<file path="config.mk">
export PLATFORM = sky130hd
export DESIGN_NAME = port_change_irq
export DESIGN_NICKNAME = d
export VERILOG_FILES = /design/src/rtl/pcd_pkg.sv /design/src/rtl/pcd_sync.sv /design/src/rtl/pcd_detect.sv /design/src/rtl/pcd_regs.sv /design/src/rtl/port_change_irq.sv
export SDC_FILE = /design/constraint.sdc
export NUM_CORES = 1
export LEC_CHECK = 0
export CORE_UTILIZATION = 62
export CTS_CLUSTER_DIAMETER = 120
export DETAILED_ROUTE_END_ITERATION = 8
export DONT_BUFFER_PORTS = 1
export PLACE_DENSITY = 0.78
export SLEW_MARGIN = 20
export SYNTH_ARGS = -nofsm -noshare
export SYNTH_HDL_FRONTEND = slang
export SYNTH_SLANG_ARGS = --single-unit
</file>
<file path="constraint.sdc">
create_clock -name clk -period 2 [get_ports clk]
set_input_delay 0 -clock clk [delete_from_list [all_inputs] [get_ports clk]]
set_output_delay 0 -clock clk [all_outputs]
set_load 0.005 [all_outputs]
</file>
<file path="src/rtl/pcd_pkg.sv">
package pcd_pkg;
  // Register select values
  localparam logic ADDR_PINEN = 1'b0;
  localparam logic ADDR_CTRL  = 1'b1;
  // Bit positions inside the control/status register
  localparam int CTRL_FLAG = 0;
  localparam int CTRL_ENA  = 1;
  localparam int CTRL_PRI  = 2;
  localparam int CTRL_USED = 3;
endpackage

</file>
<file path="src/rtl/pcd_sync.sv">
module pcd_sync #(
  parameter int W      = 4,
  parameter int STAGES = 2
) (
  input  logic         clk,
  input  logic         rst_n,
  input  logic [W-1:0] d,
  output logic [W-1:0] q
);
  logic [STAGES-1:0][W-1:0] stg;

  always_ff @(posedge clk or negedge rst_n) begin
    if (!rst_n) begin
      stg <= '0;
    end else begin
      stg[0] <= d;
      for (int k = 1; k < STAGES; k++) stg[k] <= stg[k-1];
    end
  end

  assign q = stg[STAGES-1];
endmodule

</file>
<file path="src/rtl/pcd_detect.sv">
module pcd_detect #(
  parameter int MON_W = 4
) (
  input  logic             clk,
  input  logic             rst_n,
  input  logic [MON_W-1:0] smp,
  input  logic [MON_W-1:0] en,
  input  logic [MON_W-1:0] load,
  output logic [MON_W-1:0] chg_vec,
  output logic             chg_any
);
  logic [MON_W-1:0] last_q;

  // Reference follows the sampled level on watched pins and is loaded on enable
  always_ff @(posedge clk or negedge rst_n) begin
    if (!rst_n) begin
      last_q <= '0;
    end else begin
      for (int b = 0; b < MON_W; b++)
        if (en[b] || load[b]) last_q[b] <= smp[b];
    end
  end

  for (genvar b = 0; b < MON_W; b++) begin : g_pin
    assign chg_vec[b] = en[b] & (smp[b] ^ last_q[b]);

    AST_REF_TRACK: assert property (@(posedge clk) disable iff (!rst_n)
      (en[b] || load[b]) |=> (last_q[b] == $past(smp[b])));
  end

  assign chg_any = |chg_vec;
endmodule

</file>
<file path="src/rtl/pcd_regs.sv">
module pcd_regs
  import pcd_pkg::*;
#(
  parameter int PORT_W = 8,
  parameter int MON_LO = 4,
  localparam int MON_W = PORT_W - MON_LO
) (
  input  logic              clk,
  input  logic              rst_n,
  input  logic              reg_wr,
  input  logic              reg_addr,
  input  logic [PORT_W-1:0] reg_wdata,
  output logic [PORT_W-1:0] reg_rdata,
  input  logic              chg_any,
  output logic [MON_W-1:0]  pin_en,
  output logic [MON_W-1:0]  pin_load,
  output logic              irq_hi,
  output logic              irq_lo
);
  logic flag_q, ena_q, pri_q;
  logic wr_pin, wr_ctl, clr;
  logic wdata_unused;

  assign wr_pin   = reg_wr && (reg_addr == ADDR_PINEN);
  assign wr_ctl   = reg_wr && (reg_addr == ADDR_CTRL);
  assign clr      = wr_ctl && reg_wdata[CTRL_FLAG];
  assign pin_load = wr_pin ? (reg_wdata[PORT_W-1:MON_LO] & ~pin_en) : '0;
  assign wdata_unused = ^reg_wdata;

  always_ff @(posedge clk or negedge rst_n) begin
    if (!rst_n) begin
      pin_en <= '0;
      flag_q <= 1'b0;
      ena_q  <= 1'b0;
      pri_q  <= 1'b0;
    end else begin
      if (wr_pin) pin_en <= reg_wdata[PORT_W-1:MON_LO];
      if (wr_ctl) begin
        ena_q <= reg_wdata[CTRL_ENA];
        pri_q <= reg_wdata[CTRL_PRI];
      end
      // a new change outranks a clear on the same edge
      flag_q <= chg_any | (flag_q & ~clr);
    end
  end

  always_comb begin
    reg_rdata = '0;
    if (reg_addr == ADDR_PINEN) begin
      reg_rdata[PORT_W-1:MON_LO] = pin_en;
    end else begin
      reg_rdata[CTRL_FLAG] = flag_q;
      reg_rdata[CTRL_ENA]  = ena_q;
      reg_rdata[CTRL_PRI]  = pri_q;
    end
  end

  assign irq_hi = flag_q & ena_q & pri_q;
  assign irq_lo = flag_q & ena_q & ~pri_q;

  AST_FLAG_SET: assert property (@(posedge clk) disable iff (!rst_n)
    chg_any |=> flag_q);
  AST_FLAG_STICKY: assert property (@(posedge clk) disable iff (!rst_n)
    (flag_q && !clr) |=> flag_q);
  AST_LOW_ZERO: assert property (@(posedge clk) disable iff (!rst_n)
    (reg_addr == ADDR_PINEN) |-> (reg_rdata[MON_LO-1:0] == '0));
endmodule

</file>
<file path="src/rtl/port_change_irq.sv">
module port_change_irq #(
  parameter int PORT_W      = 8,
  parameter int MON_LO      = 4,
  parameter int SYNC_STAGES = 2
) (
  input  logic              clk,
  input  logic              rst_n,
  input  logic [PORT_W-1:0] port_in,
  input  logic              reg_wr,
  input  logic              reg_addr,
  input  logic [PORT_W-1:0] reg_wdata,
  output logic [PORT_W-1:0] reg_rdata,
  output logic              irq_hi,
  output logic              irq_lo
);
  localparam int MON_W = PORT_W - MON_LO;

  logic [MON_W-1:0] smp, pin_en, pin_load, chg_vec;
  logic             chg_any;
  logic             port_lo_unused;

  assign port_lo_unused = ^port_in[MON_LO-1:0];

  pcd_sync #(.W(MON_W), .STAGES(SYNC_STAGES)) u_sync (
    .clk(clk), .rst_n(rst_n), .d(port_in[PORT_W-1:MON_LO]), .q(smp)
  );

  pcd_detect #(.MON_W(MON_W)) u_detect (
    .clk(clk), .rst_n(rst_n), .smp(smp), .en(pin_en), .load(pin_load),
    .chg_vec(chg_vec), .chg_any(chg_any)
  );

  pcd_regs #(.PORT_W(PORT_W), .MON_LO(MON_LO)) u_regs (
    .clk(clk), .rst_n(rst_n), .reg_wr(reg_wr), .reg_addr(reg_addr),
    .reg_wdata(reg_wdata), .reg_rdata(reg_rdata), .chg_any(chg_any),
    .pin_en(pin_en), .pin_load(pin_load), .irq_hi(irq_hi), .irq_lo(irq_lo)
  );

  AST_ONE_REQ: assert property (@(posedge clk) disable iff (!rst_n)
    $onehot0({irq_hi, irq_lo}));
  AST_CHG_ON_EN: assert property (@(posedge clk) disable iff (!rst_n)
    chg_any |-> ((chg_vec & ~pin_en) == '0));
endmodule

</file>
==> flow_summary_export.csv <==
group,metric,value,unit
run_status,status,"completed",
die,die_y,38.1,um
grt,grt_remaining_overflow,0,
setup_path,crit_chain,"mux2_2, dlygate4sd3_1",
synthesis,synth.avg_cell_area,14.4,um2
clock_network,clkTransAtPathRegs,100,ps
setup_path,crit_fanout,4,
routing,wirelength,1380,um
routing,first_pass_iters,5,
clock_network,max-clock-path-buffers,2,
sta,worst_hold_slack,50.0,ps
synthesis,synth_common_cells,"dfrtp_1, mux2_2",
finish,nets,94,
synthesis,yosys_warnings,0,
sta,hold_violations,0,
grt,grt_pass1_vias,506,
routing,route.detailed.drc,0,
grt,antenna_found_initial,0,
sta,setup-tns-final,0,ps
routing,wl_per_cell,15.8,um
synthesis,yosysSeqAreaShare,59.0,%
die,die_area,1450,um2
finish,drive_above_1_share,34.2,%
die,initial_core_util,69.7,%
sta,finalSetupViolCount,0,
power,peakVddDrop,0.633,mV
finish,syn2layout_area_growth,21.7,%
die,die_w,38.1,um
grt,grt_start_max_net_pins,20,
setup_path,start_kind,"register",
finish,final_cell_area,981,um2
sta,finalCriticalPeriod,1360,ps
synthesis,synthCells,56,
sta,slew_viol_final,0,
synthesis,synth-seq-cells,19,
worst_hold_path,hold_class,"input port to register",
routing,num_vias,492,
routing,routed_via_density,5.66,
routing,drt_iter0_drc,6,
job,maxCapViolCount,0,
setup_path,r2r-start,"u_regs.ena_q$_DFFE_PN0P_",
grt,grt.total_usage,23.8,%
finish,antenna_cells,0,
clock_network,cts_tree,"yes",
setup_path,critical_path_required,2170,ps
sta,skew,3.53,ps
place,pre_cts_ws,885,ps
setup_path,endpoint_kind,"register",
sta,worst_pin_slew,804,ps
die,fp-row-count,12,
synthesis,synth_area_leaders,"dfrtp_1, mux2_2, mux2_4",
routing,antenna_left,0,
synthesis,async_flop_share,100,%
synthesis,synth.distinct_cells,17,
setup_path,timing.rr.end,"u_regs.ena_q$_DFFE_PN0P_",
die,core-area,1160,um2
clock_network,post_cts_buffers,0,
setup_path,worstSetupPathType,"register to register",
clock_network,cts_root_buf,"clkbuf_4",
sta,max_clock_freq,733,MHz
power,p_per_area,814,nW/um2
setup_path,slowest_stage,"dlygate4sd3_1",
synthesis,synth_edf_count,0,
sta,period_share,68.2,%
worst_hold_path,whs_path_depth,2,
worst_hold_path,hold_start,"reg_addr",
synthesis,synth_most_common_cell,"dfrtp_1",
place,port_buffers,0,
synthesis,synth_top_area_share,59.0,%
synthesis,yosys.area.top_type,"dfrtp_1",
clock_network,clk_latency,290,ps
setup_path,ff2ff_setup_slack,640,ps
synthesis,ys.flop_type,"dfrtp_1",
clock_network,htreeDepth,1,
place,routabilityCongestion,0.688,
synthesis,synth_area,806,um2
worst_hold_path,hold_end,"u_regs.pin_en[3]$_DFFE_PN0P_",
clock_network,cts_buffers,3,
power,p_leak,0.432,nW
setup_path,cp.arrival,1540,ps
setup_path,slowest_delay,560,ps
sta,setup_ws,635,ps
grt,grt_pass1_wl,2240,um
clock_network,cts.sinks,19,
setup_path,worst-path-buf-inv,1,
die,ioPinCount,30,
sta,slew_headroom,46.2,%
place,dpl-instance-area,805,um2
synthesis,syn-num-nets,76,
setup_path,r2r_cells,2,
sta,rsz0062_at_grt,"false",
setup_path,path_delay_family,"buffers and inverters",
final cells by class:
cell class,count,area (um2)
clock buffers,4,26.3
fillers,62,175
multi-input cells,35,312
flip-flops and latches,19,475
well taps,14,17.5
repair buffers,15,150
worst reg2reg max path: cells and delay by family (launching register included):
kind / cells / cell delay (ps)
buf+inv: 1 / 560
flops: 1 / 420
mux: 1 / 270
kinds of logic after synthesis:
group           Yosys count  synth area share [%]
flops                    19                  59.0
simple gates             14                  11.5
mux                      10                  15.8
compound gates            6                  6.52
xor+xnor                  4                  4.35
buf+inv                   2                  2.33
other cells               1                 0.465
state kept, by name, indices dropped and copies added (netlist names):
register	flops
u_regs.pin_en	4
u_detect.last_q	4
u_sync.q	4
u_regs.flag_q	1
u_regs.ena_q	1
u_regs.pri_q	1
u_sync.stg	4
cell usage in the layout, fill, tap and decap left out:
| master | n |
|---|---|
| mux2_4 | 4 |
| nor2_1 | 1 |
| and2_2 | 3 |
| a222oi_1 | 1 |
| mux2_2 | 6 |
| nand3_1 | 1 |
| dlygate4sd3_1 | 15 |
| a22oi_1 | 1 |
| dfrtp_1 | 19 |
| clkbuf_1 | 1 |
| and3_1 | 1 |
| nor2b_2 | 1 |
| xor2_1 | 4 |
| a21oi_2 | 4 |
| nand2_1 | 3 |
| conb_1 | 1 |
| and2b_2 | 4 |
| clkbuf_4 | 3 |
report_power, final:
group	total, mW	switching (mW)	internal, mW	leakage (nW)
clock network	0.183	0.105	0.0776	0.0150
logic	0.149	0.0531	0.0960	0.198
registers	0.467	0.0396	0.427	0.220
through the flow:
stage | total power, mW | cells | utilization [%]
6_report | 0.799 | 87 | 84.8
5_1_grt | 0.841 | 87 | 84.8
4_1_cts | 0.800 | 87 | 84.8
3_5_place_dp | 0.582 | 68 | 69.6
3_3_place_gp | 0.574 | 68 | 69.6
2_1_floorplan | 0.565 | 56 | -
metal layers:
layer	up-vias	track usage, %	share of wire, %
met4	0	10.7	1.5
met3	2	2.91	7.6
met1	236	30.4	41
met5	-	0	0
met2	27	40.3	49
li1	227	-	-
what timing repair did:
| action | 4_1_cts | 5_1_grt |
|---|---|---|
| hold buffers | 15 | 0 |
| resized for setup | 0 | 0 |
| hold endpoints to repair | 34 | 0 |
worst max path at each step:
stage | from | endpoint | slack, ps | cells past startpoint
3_5_place_dp | u_detect.last_q[2]$_DFFE_PN0P_ | u_regs.flag_q$_DFF_PN0_ | 890 | 3
3_3_place_gp | u_detect.last_q[2]$_DFFE_PN0P_ | u_regs.flag_q$_DFF_PN0_ | 910 | 3
2_1_floorplan | u_detect.last_q[2]$_DFFE_PN0P_ | u_regs.flag_q$_DFF_PN0_ | 980 | 3
6_report | u_regs.ena_q$_DFFE_PN0P_ | u_regs.ena_q$_DFFE_PN0P_ | 640 | 2
4_1_cts | u_regs.ena_q$_DFFE_PN0P_ | u_regs.ena_q$_DFFE_PN0P_ | 660 | 2
5_1_grt | u_regs.ena_q$_DFFE_PN0P_ | u_regs.ena_q$_DFFE_PN0P_ | 620 | 2
No activity file was read; power rests on OpenSTA's default activity.
